--- src/rtl/pio_seq_pkg.sv ---
package pio_seq_pkg;
  localparam int REG_CTRL   = 0;
  localparam int REG_COUNT  = 1;
  localparam int REG_TARGET = 2;
  localparam int REG_OPCODE = 3;
  localparam int REG_STATUS = 4;

  localparam logic [7:0] OPC_READ  = 8'hA1;
  localparam logic [7:0] OPC_WRITE = 8'hA2;
  localparam logic [7:0] OPC_WRRD  = 8'hA3;

  typedef enum logic [1:0] {
    BOP_NONE  = 2'd0,
    BOP_READ  = 2'd1,
    BOP_WRITE = 2'd2,
    BOP_WRRD  = 2'd3
  } bus_op_e;

  function automatic bus_op_e op_decode(logic [7:0] opc);
    case (opc)
      OPC_READ:  return BOP_READ;
      OPC_WRITE: return BOP_WRITE;
      OPC_WRRD:  return BOP_WRRD;
      default:   return BOP_NONE;
    endcase
  endfunction
endpackage

--- src/rtl/pio_seq_cfg.sv ---
module pio_seq_cfg #(
  parameter int LEN_W = 7,
  parameter int TGT_W = 24
) (
  input  logic             clk_i,
  input  logic             rst_ni,
  input  logic             wr_ctl_i,
  input  logic             wr_cnt_i,
  input  logic             wr_tgt_i,
  input  logic             wr_opc_i,
  input  logic [TGT_W-1:0] wdata_i,
  output logic [LEN_W-1:0] count_o,
  output logic [TGT_W-1:0] target_o,
  output logic [7:0]       opcode_o,
  output logic             irq_en_o
);
  always_ff @(posedge clk_i or negedge rst_ni) begin
    if (!rst_ni) begin
      count_o  <= '0;
      target_o <= '0;
      opcode_o <= '0;
      irq_en_o <= 1'b0;
    end else begin
      if (wr_ctl_i) irq_en_o <= wdata_i[1];
      if (wr_cnt_i) count_o  <= wdata_i[LEN_W-1:0];
      if (wr_tgt_i) target_o <= wdata_i;
      if (wr_opc_i) opcode_o <= wdata_i[7:0];
    end
  end
endmodule

--- src/rtl/pio_seq_buf.sv ---
module pio_seq_buf #(
  parameter int NUM_WORDS = 16,
  localparam int WIDX_W = $clog2(NUM_WORDS),
  localparam int BIDX_W = WIDX_W + 2
) (
  input  logic              clk_i,
  input  logic              rst_ni,
  input  logic              wwe_i,
  input  logic [WIDX_W-1:0] widx_i,
  input  logic [31:0]       wdata_i,
  input  logic [WIDX_W-1:0] ridx_i,
  output logic [31:0]       rword_o,
  input  logic              bwe_i,
  input  logic [BIDX_W-1:0] bwidx_i,
  input  logic [7:0]        bwdata_i,
  input  logic [BIDX_W-1:0] bridx_i,
  output logic [7:0]        brdata_o
);
  logic [31:0] mem_q [NUM_WORDS];

  always_ff @(posedge clk_i or negedge rst_ni) begin
    if (!rst_ni) begin
      for (int w = 0; w < NUM_WORDS; w++) mem_q[w] <= '0;
    end else begin
      for (int w = 0; w < NUM_WORDS; w++) begin
        if (bwe_i && bwidx_i[BIDX_W-1:2] == WIDX_W'(w))
          mem_q[w][8*bwidx_i[1:0] +: 8] <= bwdata_i;
        else if (wwe_i && widx_i == WIDX_W'(w))
          mem_q[w] <= wdata_i;
      end
    end
  end

  // byte lanes of the addressed word, selected for the outbound stream
  logic [31:0] tx_word;
  logic [7:0]  lane [4];
  assign tx_word = mem_q[bridx_i[BIDX_W-1:2]];
  for (genvar l = 0; l < 4; l++) begin : g_lane
    assign lane[l] = tx_word[8*l +: 8];
  end
  assign brdata_o = lane[bridx_i[1:0]];
  assign rword_o  = mem_q[ridx_i];
endmodule

--- src/rtl/pio_seq_fsm.sv ---
module pio_seq_fsm
  import pio_seq_pkg::*;
#(
  parameter int NUM_WORDS = 16,
  localparam int MAX_BYTES = NUM_WORDS * 4,
  localparam int LEN_W  = $clog2(MAX_BYTES + 1),
  localparam int BIDX_W = $clog2(MAX_BYTES)
) (
  input  logic              clk_i,
  input  logic              rst_ni,
  input  logic              go_i,
  input  logic [LEN_W-1:0]  count_i,
  input  logic [7:0]        opcode_i,
  input  logic [2:0]        st_clr_i,   // {cfg_err, seq_err, done}
  input  logic              seq_viol_i,
  input  logic              bus_done_i,
  input  logic              tx_ready_i,
  input  logic              rx_valid_i,
  output logic              busy_o,
  output logic              done_o,
  output logic              seq_err_o,
  output logic              cfg_err_o,
  output logic [1:0]        bus_op_o,
  output logic              tx_valid_o,
  output logic [BIDX_W-1:0] tx_idx_o,
  output logic              rx_we_o,
  output logic [BIDX_W-1:0] rx_idx_o
);
  bus_op_e          op;
  logic             has_wr, has_rd, len_ok, launch, finish;
  logic             rx_en, tx_fire;
  logic [LEN_W-1:0] tx_cnt_q, rx_cnt_q;

  assign op      = op_decode(opcode_i);
  assign has_wr  = (op == BOP_WRITE) || (op == BOP_WRRD);
  assign has_rd  = (op == BOP_READ) || (op == BOP_WRRD);
  assign len_ok  = (count_i != '0) && (count_i <= LEN_W'(MAX_BYTES));
  assign launch  = go_i && len_ok && (op != BOP_NONE);
  assign finish  = busy_o && bus_done_i;

  assign tx_valid_o = busy_o && has_wr && (tx_cnt_q < count_i);
  assign tx_fire    = tx_valid_o && tx_ready_i;
  // write-then-read: inbound bytes accepted only after the last outbound byte
  assign rx_en      = busy_o && has_rd && (rx_cnt_q < count_i) &&
                      ((op != BOP_WRRD) || (tx_cnt_q == count_i));
  assign rx_we_o    = rx_en && rx_valid_i;
  assign tx_idx_o   = tx_cnt_q[BIDX_W-1:0];
  assign rx_idx_o   = rx_cnt_q[BIDX_W-1:0];
  assign bus_op_o   = busy_o ? op : BOP_NONE;

  always_ff @(posedge clk_i or negedge rst_ni) begin
    if (!rst_ni) begin
      busy_o    <= 1'b0;
      done_o    <= 1'b0;
      seq_err_o <= 1'b0;
      cfg_err_o <= 1'b0;
      tx_cnt_q  <= '0;
      rx_cnt_q  <= '0;
    end else begin
      if (launch) begin
        busy_o   <= 1'b1;
        tx_cnt_q <= '0;
        rx_cnt_q <= '0;
      end else begin
        if (finish)  busy_o   <= 1'b0;
        if (tx_fire) tx_cnt_q <= tx_cnt_q + 1'b1;
        if (rx_we_o) rx_cnt_q <= rx_cnt_q + 1'b1;
      end
      done_o    <= finish                 | (done_o    & ~st_clr_i[0]);
      seq_err_o <= seq_viol_i             | (seq_err_o & ~st_clr_i[1]);
      cfg_err_o <= (go_i && !launch)      | (cfg_err_o & ~st_clr_i[2]);
    end
  end
endmodule

--- src/rtl/pio_seq.sv ---
module pio_seq
  import pio_seq_pkg::*;
#(
  parameter int NUM_WORDS = 16,
  parameter int TGT_W     = 24,
  localparam int MAX_BYTES = NUM_WORDS * 4,
  localparam int LEN_W  = $clog2(MAX_BYTES + 1),
  localparam int BIDX_W = $clog2(MAX_BYTES),
  localparam int WIDX_W = $clog2(NUM_WORDS),
  localparam int RA_W   = WIDX_W + 1
) (
  input  logic             clk_i,
  input  logic             rst_ni,
  input  logic             reg_wr_i,
  input  logic [RA_W-1:0]  reg_addr_i,
  input  logic [31:0]      reg_wdata_i,
  output logic [31:0]      reg_rdata_o,
  output logic             irq_o,
  output logic             bus_req_o,
  output logic [1:0]       bus_op_o,
  output logic [TGT_W-1:0] bus_addr_o,
  output logic [LEN_W-1:0] bus_len_o,
  input  logic             bus_done_i,
  output logic             tx_valid_o,
  output logic [7:0]       tx_data_o,
  input  logic             tx_ready_i,
  input  logic             rx_valid_i,
  input  logic [7:0]       rx_data_i
);
  logic is_data, hit_ctl, hit_cnt, hit_tgt, hit_opc, hit_sts;
  logic guarded_wr, open_wr, go;
  logic busy, st_done, st_seq, st_cfg, irq_en;
  logic [LEN_W-1:0]  cfg_count;
  logic [TGT_W-1:0]  cfg_target;
  logic [7:0]        cfg_opcode;
  logic [2:0]        st_clr;
  logic [31:0]       rword;
  logic [BIDX_W-1:0] tx_idx, rx_idx;
  logic              rx_we;

  assign is_data = reg_addr_i[RA_W-1];
  assign hit_ctl = reg_addr_i == RA_W'(REG_CTRL);
  assign hit_cnt = reg_addr_i == RA_W'(REG_COUNT);
  assign hit_tgt = reg_addr_i == RA_W'(REG_TARGET);
  assign hit_opc = reg_addr_i == RA_W'(REG_OPCODE);
  assign hit_sts = reg_addr_i == RA_W'(REG_STATUS);

  assign guarded_wr = reg_wr_i && (is_data || hit_ctl || hit_cnt || hit_tgt || hit_opc);
  assign open_wr    = reg_wr_i && !busy;
  assign go         = open_wr && hit_ctl && reg_wdata_i[0];
  assign st_clr     = (reg_wr_i && hit_sts) ? reg_wdata_i[3:1] : 3'b000;

  pio_seq_cfg #(.LEN_W(LEN_W), .TGT_W(TGT_W)) u_cfg (
    .clk_i    (clk_i),
    .rst_ni   (rst_ni),
    .wr_ctl_i (open_wr && hit_ctl),
    .wr_cnt_i (open_wr && hit_cnt),
    .wr_tgt_i (open_wr && hit_tgt),
    .wr_opc_i (open_wr && hit_opc),
    .wdata_i  (reg_wdata_i[TGT_W-1:0]),
    .count_o  (cfg_count),
    .target_o (cfg_target),
    .opcode_o (cfg_opcode),
    .irq_en_o (irq_en)
  );

  pio_seq_buf #(.NUM_WORDS(NUM_WORDS)) u_buf (
    .clk_i    (clk_i),
    .rst_ni   (rst_ni),
    .wwe_i    (open_wr && is_data),
    .widx_i   (reg_addr_i[WIDX_W-1:0]),
    .wdata_i  (reg_wdata_i),
    .ridx_i   (reg_addr_i[WIDX_W-1:0]),
    .rword_o  (rword),
    .bwe_i    (rx_we),
    .bwidx_i  (rx_idx),
    .bwdata_i (rx_data_i),
    .bridx_i  (tx_idx),
    .brdata_o (tx_data_o)
  );

  pio_seq_fsm #(.NUM_WORDS(NUM_WORDS)) u_fsm (
    .clk_i      (clk_i),
    .rst_ni     (rst_ni),
    .go_i       (go),
    .count_i    (cfg_count),
    .opcode_i   (cfg_opcode),
    .st_clr_i   (st_clr),
    .seq_viol_i (busy && guarded_wr),
    .bus_done_i (bus_done_i),
    .tx_ready_i (tx_ready_i),
    .rx_valid_i (rx_valid_i),
    .busy_o     (busy),
    .done_o     (st_done),
    .seq_err_o  (st_seq),
    .cfg_err_o  (st_cfg),
    .bus_op_o   (bus_op_o),
    .tx_valid_o (tx_valid_o),
    .tx_idx_o   (tx_idx),
    .rx_we_o    (rx_we),
    .rx_idx_o   (rx_idx)
  );

  assign bus_req_o  = busy;
  assign bus_addr_o = cfg_target;
  assign bus_len_o  = cfg_count;
  assign irq_o      = st_done && irq_en;

  always_comb begin
    reg_rdata_o = '0;
    if (is_data)      reg_rdata_o = rword;
    else if (hit_ctl) reg_rdata_o = {30'd0, irq_en, busy};
    else if (hit_cnt) reg_rdata_o = 32'(cfg_count);
    else if (hit_tgt) reg_rdata_o = 32'(cfg_target);
    else if (hit_opc) reg_rdata_o = 32'(cfg_opcode);
    else if (hit_sts) reg_rdata_o = {28'd0, st_cfg, st_seq, st_done, busy};
  end
endmodule

--- config.mk ---
export PLATFORM = sky130hd
export DESIGN_NAME = pio_seq
export DESIGN_NICKNAME = d
export VERILOG_FILES = /design/src/rtl/pio_seq_pkg.sv /design/src/rtl/pio_seq_cfg.sv /design/src/rtl/pio_seq_buf.sv /design/src/rtl/pio_seq_fsm.sv /design/src/rtl/pio_seq.sv
export SDC_FILE = /design/constraint.sdc
export NUM_CORES = 1
export LEC_CHECK = 0
export BUFFER_PORTS_ARGS = -buffer_cell sky130_fd_sc_hd__buf_4
export CORE_ASPECT_RATIO = 1.5
export CORE_MARGIN = 2
export CORE_UTILIZATION = 34
export CTS_CLUSTER_SIZE = 24
export DETAILED_ROUTE_END_ITERATION = 8
export HOLD_SLACK_MARGIN = 0.1
export PLACE_DENSITY = 0.46
export SETUP_SLACK_MARGIN = 0.02
export SYNTH_ARGS = -nofsm -noshare
export SYNTH_HDL_FRONTEND = slang
export SYNTH_SLANG_ARGS = --single-unit
--- constraint.sdc ---
create_clock -name clk_i -period 4.7 [get_ports clk_i]
set_clock_uncertainty 0.2 [all_clocks]
set_input_delay 0.47 -clock clk_i [delete_from_list [all_inputs] [get_ports clk_i]]
set_output_delay 0.47 -clock clk_i [all_outputs]
set_load 0.1 [all_outputs]
==> Word-level counts from Yosys, hierarchy flattened <==
Cells that the tools add are included.
{ "totals": {"output_inout_bits": 76, "in_bits": 51, "register_bits": 570, "word_cells": 251} }
{ "classes": {"shifts": 2, "n_mux": 72, "bitwise": 12, "n_reduce_logical": 88, "magnitude_cmp": 6, "addsub": 3, "eq_ne": 42} }
{ "op_table": {"columns": ["operator", "count"], "rows": [
  ["32-bit 2-to-1 mux", 37],
  ["32-bit bitwise mux", 16],
  ["32-bit binary-select mux with 4-bit select", 2],
  ["24-bit 2-to-1 mux", 3],
  ["4-bit equality test, second input constant", 16],
  ["1-bit logical AND", 55],
  ["2-bit nonzero test", 20],
  ["5-bit negation with 34-bit output", 1],
  ["8-bit by 34-bit variable shift with 32-bit output, first input constant", 1],
  ["8-bit by 34-bit indexed part select with 32-bit output", 1],
  ["4-bit by 3-bit equality test with 1-bit output, second input constant", 8],
  ["7-bit 2-to-1 mux", 4],
  ["8-bit equality test, second input constant", 3],
  ["8-bit 2-to-1 mux", 3],
  ["8-bit binary-select mux with 2-bit select", 1],
  ["4-bit by 2-bit equality test with 1-bit output, second input constant", 4],
  ["7-bit by 1-bit adder with 7-bit output, second input constant", 2],
  ["7-bit less-than comparator", 2],
  ["5-bit by 2-bit equality test with 1-bit output, second input constant", 2],
  ["5-bit greater-or-equal comparator, second input constant", 2],
  ["4-bit NOT with 5-bit output", 2],
  ["4-bit by 1-bit equality test with 1-bit output, second input constant", 2],
  ["4-bit logical NOT", 2],
  ["7-bit equality test", 1],
  ["20 further kinds", 35]
]} }

==> Logic depth before layout (Yosys ltp) <==
Gate-level depths: netlist (run 1).
{ "logic_depth": {"word_depth": 10, "mapped_depth": 11, "mapped_depth_nobuf": 8} }

==> Modules after synthesis <==
A second synthesis (run 1) with hierarchy kept.
{ "hier_totals": {"hier_cells": 3730, "hier_area_um2": 36747.7} }
{ "modules_own_cells": {"columns": ["module", "area_per_inst_um2", "n_inst", "cells_each"], "rows": [
  ["pio_seq_buf", 33036.7, 1, 3384],
  ["pio_seq_cfg", 1587.8, 1, 85],
  ["pio_seq_fsm", 1402.6, 1, 155],
  ["pio_seq", 720.7, 1, 106]
]} }

==> Worst setup path before layout (run 1) <==
No wires, ideal clock.
{ "synth_timing": {"kind": "register to output", "startpoint": "reg u_fsm.busy_o", "endpoint": "out tx_valid_o", "path_stages_with_launch": 4, "n_path_buf": 1, "t_required_ps": 4030, "setup_slack_ps": -1168, "t_arrival_ps": 5198, "path_cell_list": "dfrtp_1 -> buf_2 -> and3_1 -> nor4b_1"} }
{ "synth_via": {"elab_chain_cells": 2} }
{ "synth_rtl": {"columns": ["item", "line", "text"], "rows": [
  ["start: declaration", "pio_seq_fsm.sv:19", "output logic busy_o,"],
  ["start signal: assignment", "pio_seq_fsm.sv:53", "busy_o <= 1'b0;"],
  ["start signal: assignment", "pio_seq_fsm.sv:61", "busy_o <= 1'b1;"],
  ["start signal: assignment", "pio_seq_fsm.sv:65", "if (finish) busy_o <= 1'b0;"],
  ["1-bit logical AND (2 in series)", "pio_seq_fsm.sv:41", "assign tx_valid_o = busy_o && has_wr && (tx_cnt_q < count_i);"],
  ["end: declaration", "pio_seq.sv:24", "output logic tx_valid_o,"]
]} }
No other way between the ends.

==> Worst setup path after layout (run 1) <==
{ "layout_timing": {"startpoint": "reg u_fsm.tx_cnt_q[2]", "endpoint": "out tx_data_o[2]"} }
{ "layout_via": {"elab_chain_cells": 7} }
{ "layout_rtl": {"columns": ["item", "line", "text"], "rows": [
  ["start: declaration", "pio_seq_fsm.sv:32", "logic [LEN_W-1:0] tx_cnt_q, rx_cnt_q;"],
  ["start signal: assignment", "pio_seq_fsm.sv:66", "if (tx_fire) tx_cnt_q <= tx_cnt_q + 1'b1;"],
  ["4-bit NOT with 5-bit output (implied by the code)", "pio_seq_buf.sv:37", "assign tx_word = mem_q[bridx_i[BIDX_W-1:2]];"],
  ["32-bit binary-select mux with 4-bit select", "pio_seq_buf.sv:37", null],
  ["32-bit 2-to-1 mux (implied by the code) (2 in series)", "pio_seq_buf.sv:37", null],
  ["8-bit binary-select mux with 2-bit select", "pio_seq_buf.sv:41", "assign brdata_o = lane[bridx_i[1:0]];"],
  ["8-bit 2-to-1 mux (implied by the code) (2 in series)", "pio_seq_buf.sv:41", null],
  ["end: declaration", "pio_seq.sv:25", "output logic [7:0] tx_data_o,"]
]} }
No other way between the ends. The select of a mux whose other input is x is not followed.

==> results of run 1 <==
-- timing repair --
item,CTS,global route
buffers inserted,1,0
hold endpoints to repair,563,0
hold buffers,38,0
setup endpoints to repair,5,3
gates resized for setup,0,3
-- Yosys cell counts, types with 28 or more instances --
library cell and instances:
nor2_1 838, dfrtp_1 570, mux4_2 288, a211oi_1 250, clkbuf_1 178, a221oi_1 146
nand2_1 125, a21oi_1 71, buf_2 70, o21a_1 60, o22ai_1 50, a211oi_2 49
buf_1 47, nor3_1 46, mux2_2 40, and2_1 38, a22o_1 36, o22a_1 32
o221a_2 31, o41ai_4 28
-- power breakdown --
part	switching (mW)	total, mW	internal, mW
logic	2.72	4.88	2.16
registers	1.05	7.11	6.06
clock network	2.21	4.97	2.76
total	5.98	17.0	11.0
-- cell families after synthesis --
family / after synthesis
xor gates and xnor gates: 12
AOI/OAI and AO/OA: 835
and+or+nand+nor: 1182
muxes: 337
buffers and inverters: 337
DFF: 570
adders and majority gates: 18
-- layout by cell type, fill, tap and decap left out, types with 9 or more instances in the layout --
cell | synthesis | final
nand2_1 | 125 | 115
dfrtp_1 | 570 | 567
mux4_2 | 288 | 288
o221a_2 | 31 | 31
nand4_1 | 23 | 23
buf_12 | 0 | 16
buf_4 | 10 | 268
o21a_1 | 60 | 60
o22ai_1 | 50 | 50
o2bb2ai_1 | 11 | 11
clkbuf_16 | 0 | 61
inv_1 | 25 | 25
and2_1 | 38 | 38
nand2b_1 | 12 | 12
nand2_2 | 1 | 11
o22a_1 | 32 | 32
nor3_2 | 7 | 9
nor2_1 | 838 | 833
clkbuf_8 | 0 | 14
a22o_1 | 36 | 36
a211oi_4 | 11 | 11
o221ai_1 | 9 | 9
a31oi_1 | 10 | 10
clkbuf_1 | 178 | 15
nand3_1 | 17 | 14
mux2_2 | 40 | 40
dlygate4sd3_1 | 0 | 38
mux2i_1 | 9 | 9
a221oi_1 | 146 | 145
a211oi_1 | 250 | 250
nor3b_1 | 15 | 14
nor2b_1 | 19 | 19
xnor2_1 | 11 | 11
o21ai_0 | 16 | 16
clkinv_2 | 0 | 11
ha_1 | 18 | 18
a21oi_1 | 71 | 71
nor3_1 | 46 | 44
a211oi_2 | 49 | 49
o41ai_4 | 28 | 28
-- worst paths after layout --
path                              startpoint               end  slack [ns]  depth (start not counted)
min                             rx_data_i[0]  u_buf.mem_q[176]        0.13                          3
max in group asynchronous             rst_ni  u_buf.mem_q[148]        2.85                          3
max                        u_fsm.tx_cnt_q[2]      tx_data_o[2]        0.05                          7
min in group asynchronous             rst_ni  u_buf.mem_q[377]        0.24                          2
min reg2reg                  u_fsm.seq_err_o   u_fsm.seq_err_o        0.29                          2
max reg2reg                u_fsm.rx_cnt_q[4]  u_buf.mem_q[456]        0.57                          7
-- cell type report --
type / count / share of cell area
antenna: 1 / 0.0000613
clock buffer: 90 / 0.0435
clock inverter: 19 / 0.00457
inverter: 29 / 0.00267
multi-input combinational: 2384 / 0.489
sequential: 570 / 0.350
tap: 1396 / 0.0428
timing repair buffer: 326 / 0.0679
-- flip-flops by register name, indices dropped and copies added, names as in the netlist --
register,count
u_cfg.target_o,24
u_cfg.opcode_o,8
u_cfg.irq_en_o,1
u_fsm.tx_cnt_q,7
u_buf.mem_q,512
u_fsm.cfg_err_o,1
u_fsm.rx_cnt_q,7
u_cfg.count_o,7
u_fsm.seq_err_o,1
u_fsm.busy_o,1
u_fsm.done_o,1
-- critical path, delay by kind of cell, from the launching register on --
| kind | cells | cell delay (ns) |
|---|---|---|
| muxes | 1 | 0.54 |
| DFF | 1 | 0.62 |
| buffers and inverters | 3 | 0.88 |
| AOI/OAI and AO/OA | 3 | 1.20 |
-- per-layer routing --
layer,wire (µm),part of all wire
met5,0,0
met4,13200,0.079
met3,12400,0.075
met2,80700,0.48
met1,60100,0.36
==> run_results.csv, run 1 <==
group,metric,value,unit
cts,numCtsBuffers,60,
grt,groute.layer.met1.usage,0.372,
status,status,"completed",
routing,antenna_left,0,
cts,clock-sinks,570,
die,die_width,268,µm
cts,cts_tree,"yes",
placement,dp_hpwl,114,mm
pwr,p_leak,15.6,nW
yosys,synth_compound_area_frac,0.209,
yosys,netlist.area_leader.share,0.402,
layout,multi_input_area,19900,µm²
routing,first_iter_violations,3487,
placement,portBuffers,126,
routing,route.final.wire_length,166,mm
layout,post-route-cell-area,40800,µm²
yosys,synth_warnings,0,
yosys,syn_area_per_cell,10.8,µm²
yosys,synth_top_area_cell,"dfrtp_1",
placement,placed_area,38400,µm²
cts,cts.htree.levels,2,
die,core_area,104000,µm²
routing,detail_route.wl_per_cell,34.6,µm
die,die-area,107000,µm²
worst_setup_path,cp_max_fo,29,
yosys,synth.area.top_cells,"dfrtp_1, mux4_2, nor2_1, a211oi_1, a221oi_1",
worst_setup_path,crit_chain,"buf_12 -> buf_12 -> mux4_2 -> a22o_1 -> a221oi_1 -> o221ai_1 -> buf_4",
worst_setup_path,max_stage_delay,0.62,ns
die,fp.dieH,400,µm
sta,finalSetupTns,0,ns
layout,layout.nets,3440,
hold_path,hold_class,"input port to register",
sta,finalHoldViolations,0,
sta,maxSlewViolCount,0,
grt,busiest_layer,"met2",
grt,grt_pass1_vias,32000,
layout,seq_area,14300,µm²
grt,met3_usage,0.0507,
sta,relSlewSlack,0.261,
pwr,total_power,17.0,mW
placement,place_ws,0.668,ns
yosys,synthMuxAreaShare,0.198,
grt,grt_max_degree,95,
die,initial_core_util,0.342,
cts,clock-root-buffer,"clkbuf_16",
worst_setup_path,cp.required,4.03,ns
worst_setup_path,arrival,3.98,ns
routing,vias,31500,
grt,grt_pass1_wl,239,mm
routing,first_pass_iters,6,
yosys,synth_seq_area_share,0.402,
yosys,ys.flop_type,"dfrtp_1",
layout,drive_gt1_frac,0.261,
yosys,ys_seq_elements,570,
sta,worst_hold_slack,0.132,ns
sta,fin_crit,4.65,ns
worst_setup_path,slowest_stage,"dfrtp_4",
sta,finalCritPeriodShare,0.990,
grt,met2_usage,0.513,
worst_setup_path,start_kind,"register",
sta,rsz0062_at_grt,"no",
layout,area_growth,14.9,%
sta,worst_slew_pin_slew,1.10,ns
worst_setup_path,worstSetupPathType,"register to output port",
yosys,synth_xor_area_frac,0.00296,
layout,stdcell_count,4815,
yosys,synth_top_family_by_area,"compound AO/OA/AOI/OAI gates",
grt,gr-usage-all-layers,0.311,
sta,max_clock_freq,215,MHz
grt,overflow,0,
die,placementRows,145,
die,num_io_pins,127,
yosys,synthArstFlopShare,1.00,
sta,setup_slack,0.0467,ns
routing,drc,0,
placement,dp_cells,4666,
yosys,synth_cells,3291,
layout,fin_util,0.393,
worst_setup_path,worstSetupEndpointType,"output port",
yosys,syn_area,35500,µm²
sta,setup_viol,0,
layout,nFillCells,10000,
cts,clk_latency,0.68,ns
yosys,synth_edf_count,0,
yosys,synthSimpleGateAreaFrac,0.142,
cts,path_clk_slew,0.07,ns
pwr,max-vdd-ir-drop,0.292,mV
yosys,syn_nets,3360,
job,maxCapViolations,0,
pwr,p_per_area,416,nW/µm²
cts,cts_buffer_depth,3,
placement,place_congestion,0.934,
grt,antenna_found_initial,4,
yosys,synth_cell_types,70,
worst_setup_path,crit_top_cell,"buf_12",
routing,viasPerCell,6.54,
yosys,synthAdderAreaFrac,0.00634,
Note: power is estimated with default switching activity, not from simulation.
==> run 2: changes to the inputs <==
- ABC_AREA: unset -> 1
- BUFFER_PORTS_ARGS: -buffer_cell sky130_fd_sc_hd__buf_4 -> unset
- DONT_BUFFER_PORTS: unset -> 1
- PLACE_DENSITY: 0.46 -> 0.45
==> run 2 against run 1 <==
Against the previous run:
- worst setup slack improved by 0.18 ns
- clock power is 20% higher
- sequential power is 0.7% lower
- register-to-register slack worse by 0.15 ns
- count of clock-buffer cells in the layout up 15
- final cell count grew 66%
- flip-flop and latch count did not move
- utilization decreased by 0.25 points
- sequential share of layout area is 4.3 points lower
- die area is 15% higher
- hold slack improved by 0.043 ns
- combinational power shrank 31%
- critical path type unchanged
- largest cell class unchanged
- highest routed layer unchanged
==> run_results.csv, run 2 <==
group,metric,value,unit
sta,maxSlewViolCount,0,
placement,portBuffers,0,
cts,clock-sinks,570,
worst_setup_path,worstSetupPathType,"register to output port",
layout,largest_reg_flops,512,
die,initial_core_util,0.343,
grt,overflow,0,
yosys,ys_seq_elements,570,
yosys,synth_cells,6456,
worst_setup_path,cp.required,4.03,ns
yosys,synth_warnings,0,
worst_setup_path,slowest_stage,"clkinv_1",
layout,reg_top3,"u_buf.mem_q: 512 flops, u_cfg.target_o: 24 flops, u_cfg.opcode_o: 8 flops",
yosys,ys.flop_type,"dfrtp_1",
pwr,power.internal,10.3,mW
cts,path_clk_slew,0.06,ns
routing,first_iter_violations,4492,
layout,mostFrequentLayoutCells,"nand2_1, nand3_1, dfrtp_1, nor2_1, o21ai_0",
layout,multi_input_area,24100,µm²
sta,finalHoldViolations,0,
routing,drc,0,
routing,detail_route.wl_per_cell,27.1,µm
layout,stdcell_count,7980,
die,placementRows,155,
sta,setup_viol,0,
die,die-area,123000,µm²
pwr,clockPowerShare,0.363,
worst_setup_path,max_stage_delay,0.61,ns
placement,placed_area,42700,µm²
yosys,synth_top_area_cell,"dfrtp_1",
layout,layout_commonest_cell,"nand2_1",
yosys,synth.area.top_cells,"dfrtp_1, nand2_1, nand3_1, nor2_1, a22oi_1",
sta,max_clock_freq,224,MHz
die,num_io_pins,127,
grt,grt_pass1_wl,312,mm
sta,worst_slew_pin_slew,1.41,ns
sta,finalCritPeriodShare,0.952,
sta,finalSetupTns,0,ns
die,fp.dieH,429,µm
yosys,syn_area,40900,µm²
placement,dp_hpwl,145,mm
routing,antenna_left,0,
yosys,synth_cell_types,38,
cts,cts.htree.levels,3,
pwr,p_per_area,353,nW/µm²
placement,place_congestion,0.949,
worst_setup_path,path_buf_inv,5,
layout,drive_gt1_frac,0.0821,
status,status,"completed",
yosys,netlist.area_leader.share,0.349,
cts,clock-root-buffer,"clkbuf_16",
worst_setup_path,arrival,3.80,ns
layout,nFillCells,13100,
layout,layout.nets,6419,
pwr,p_comb_frac,0.207,
routing,vias,46200,
hold_path,hold_class,"input port to register",
job,maxCapViolations,0,
yosys,syn_area_per_cell,6.34,µm²
pwr,swShare,0.370,
die,core_area,119000,µm²
yosys,yosysMostFrequentCell,"nand2_1",
sta,rsz0062_at_grt,"no",
sta,fin_crit,4.47,ns
yosys,synth_edf_count,0,
worst_setup_path,cp_top_family,"buffers and inverters",
placement,dp_cells,7743,
yosys,syn_nets,6525,
layout,seq_area,14300,µm²
worst_setup_path,worstSetupEndpointType,"output port",
routing,first_pass_iters,9,
routing,route.final.wire_length,216,mm
layout,regMostFlops,"u_buf.mem_q",
pwr,seqPwrFrac,0.430,
die,die_width,287,µm
routing,viasPerCell,5.79,
grt,gr-usage-all-layers,0.343,
sta,worst_hold_slack,0.175,ns
worst_setup_path,crit_chain,"buf_4 -> clkinv_1 -> buf_4 -> nand3_1 -> nand3_1 -> nand2_1 -> nand2_1 -> nand2_1 -> inv_1 -> nand2_1 -> buf_4",
grt,antenna_found_initial,8,
layout,area_growth,13.7,%
grt,grt_pass1_vias,43600,
cts,numCtsBuffers,72,
worst_setup_path,crit_top_cell,"nand2_1",
layout,post-route-cell-area,46500,µm²
yosys,synthArstFlopShare,1.00,
layout,fin_util,0.390,
worst_setup_path,start_kind,"register",
cts,cts_buffer_depth,3,
pwr,switchingPower,6.07,mW
yosys,synth_seq_area_share,0.349,
grt,grt_max_degree,571,
cts,clk_latency,0.67,ns
pwr,p_leak,24.0,nW
pwr,max-vdd-ir-drop,0.337,mV
cts,cts_tree,"yes",
yosys,ys_top_cells_by_count,"nand2_1, nand3_1, dfrtp_1, nor2_1, o21ai_0",
worst_setup_path,cp_max_fo,35,
cts,cts_setup_buffers,0,
sta,relSlewSlack,0.0602,
==> run 2: cell count changes after synthesis, sizes merged, moves of 50 or more <==
cell	delta
inv	+94
mux4	-288
a22oi	+239
o22ai	-50
a221oi	-143
nand3	+1193
clkbuf	+110
o21ai	+303
nand2	+2633
a211oi	-310
buf	+77
o21a	-60
nor2	-287
==> run 2: power groups by stage <==
stage | clock, mW | sequential, mW | combinational (mW)
2_1_floorplan | 0 | 6.73 | 2.07
3_3_place_gp | 0 | 7.11 | 2.91
3_5_place_dp | 0 | 7.12 | 2.94
4_1_cts | 6.04 | 7.03 | 3.24
5_1_grt | 6.18 | 7.12 | 3.68
6_report | 5.95 | 7.06 | 3.39
==> run 2: layer usage <==
metal  global-route usage  vias to the layer above  wire [µm]  share of wire
li1                     -                    21000          -              -
met1                0.394                    22400      79100           0.37
met2                0.579                     2120     105000           0.49
met3               0.0438                      664      13100          0.060
met4                0.256                        0      18600          0.086
met5                    0                        -          0              0
==> run 2: timing repair <==
| item | 4_1_cts | 5_1_grt |
|---|---|---|
| hold buffers | 98 | 2 |
| gates resized for setup | 0 | 0 |
| endpoints found under the hold margin | 1137 | 400 |
==> run 2: final cells by class <==
cell class,count,area share
sequential,570,0.307
timing repair buffer,315,0.0690
antenna,7,0.000376
multi-input combinational,5261,0.519
inverter,130,0.0108
tap,1570,0.0422
clock buffer,105,0.0466
clock inverter,22,0.00524
==> run 2: final timing paths <==
| check | endpoint | cells past startpoint | from | slack (ns) |
|---|---|---|---|---|
| max in group asynchronous | u_buf.mem_q[264] | 4 | rst_ni | 1.90 |
| max | tx_data_o[2] | 11 | u_fsm.tx_cnt_q[4] | 0.23 |
| min in group asynchronous | u_buf.mem_q[36] | 2 | rst_ni | 0.20 |
| min | u_cfg.irq_en_o | 3 | reg_addr_i[4] | 0.18 |
| min reg2reg | u_buf.mem_q[71] | 2 | u_buf.mem_q[71] | 0.31 |
| max reg2reg | u_buf.mem_q[445] | 16 | u_fsm.tx_cnt_q[0] | 0.42 |
==> run 2: through the flow <==
step,setup WS (ns),total power [mW]
2_1_floorplan,0.772,8.79
3_3_place_gp,1.05,10.0
3_5_place_dp,1.05,10.1
4_1_cts,0.345,16.3
5_1_grt,0.202,17.0
6_report,0.226,16.4
==> run 2: logic make-up after synthesis <==
logic type               count (synthesis)  synth area share
AND/OR/NAND/NOR                       4559             0.474
XOR/XNOR                                 5           0.00107
flip-flops                             570             0.349
buffers and inverters                  625            0.0674
AO/OA/AOI/OAI                          663            0.0993
adder cells (fa/ha/maj)                 18           0.00550
multiplexers                            16           0.00440
==> run 2: worst reg2reg max path, cell delays in order (launching register included) <==
cell and delay (ns):
dfrtp_1 0.33, buf_4 0.21, clkinv_1 0.34, ha_1 0.43, inv_1 0.04, nor2_1 0.09
nand2_1 0.08, nand3_1 0.09, nand2_1 0.09, nor2_4 0.22, buf_12 0.26, nand2_1 0.81
nand2_1 0.27, dlygate4sd3_1 0.58, nand2_1 0.05, nand2_1 0.05, nand2_1 0.05
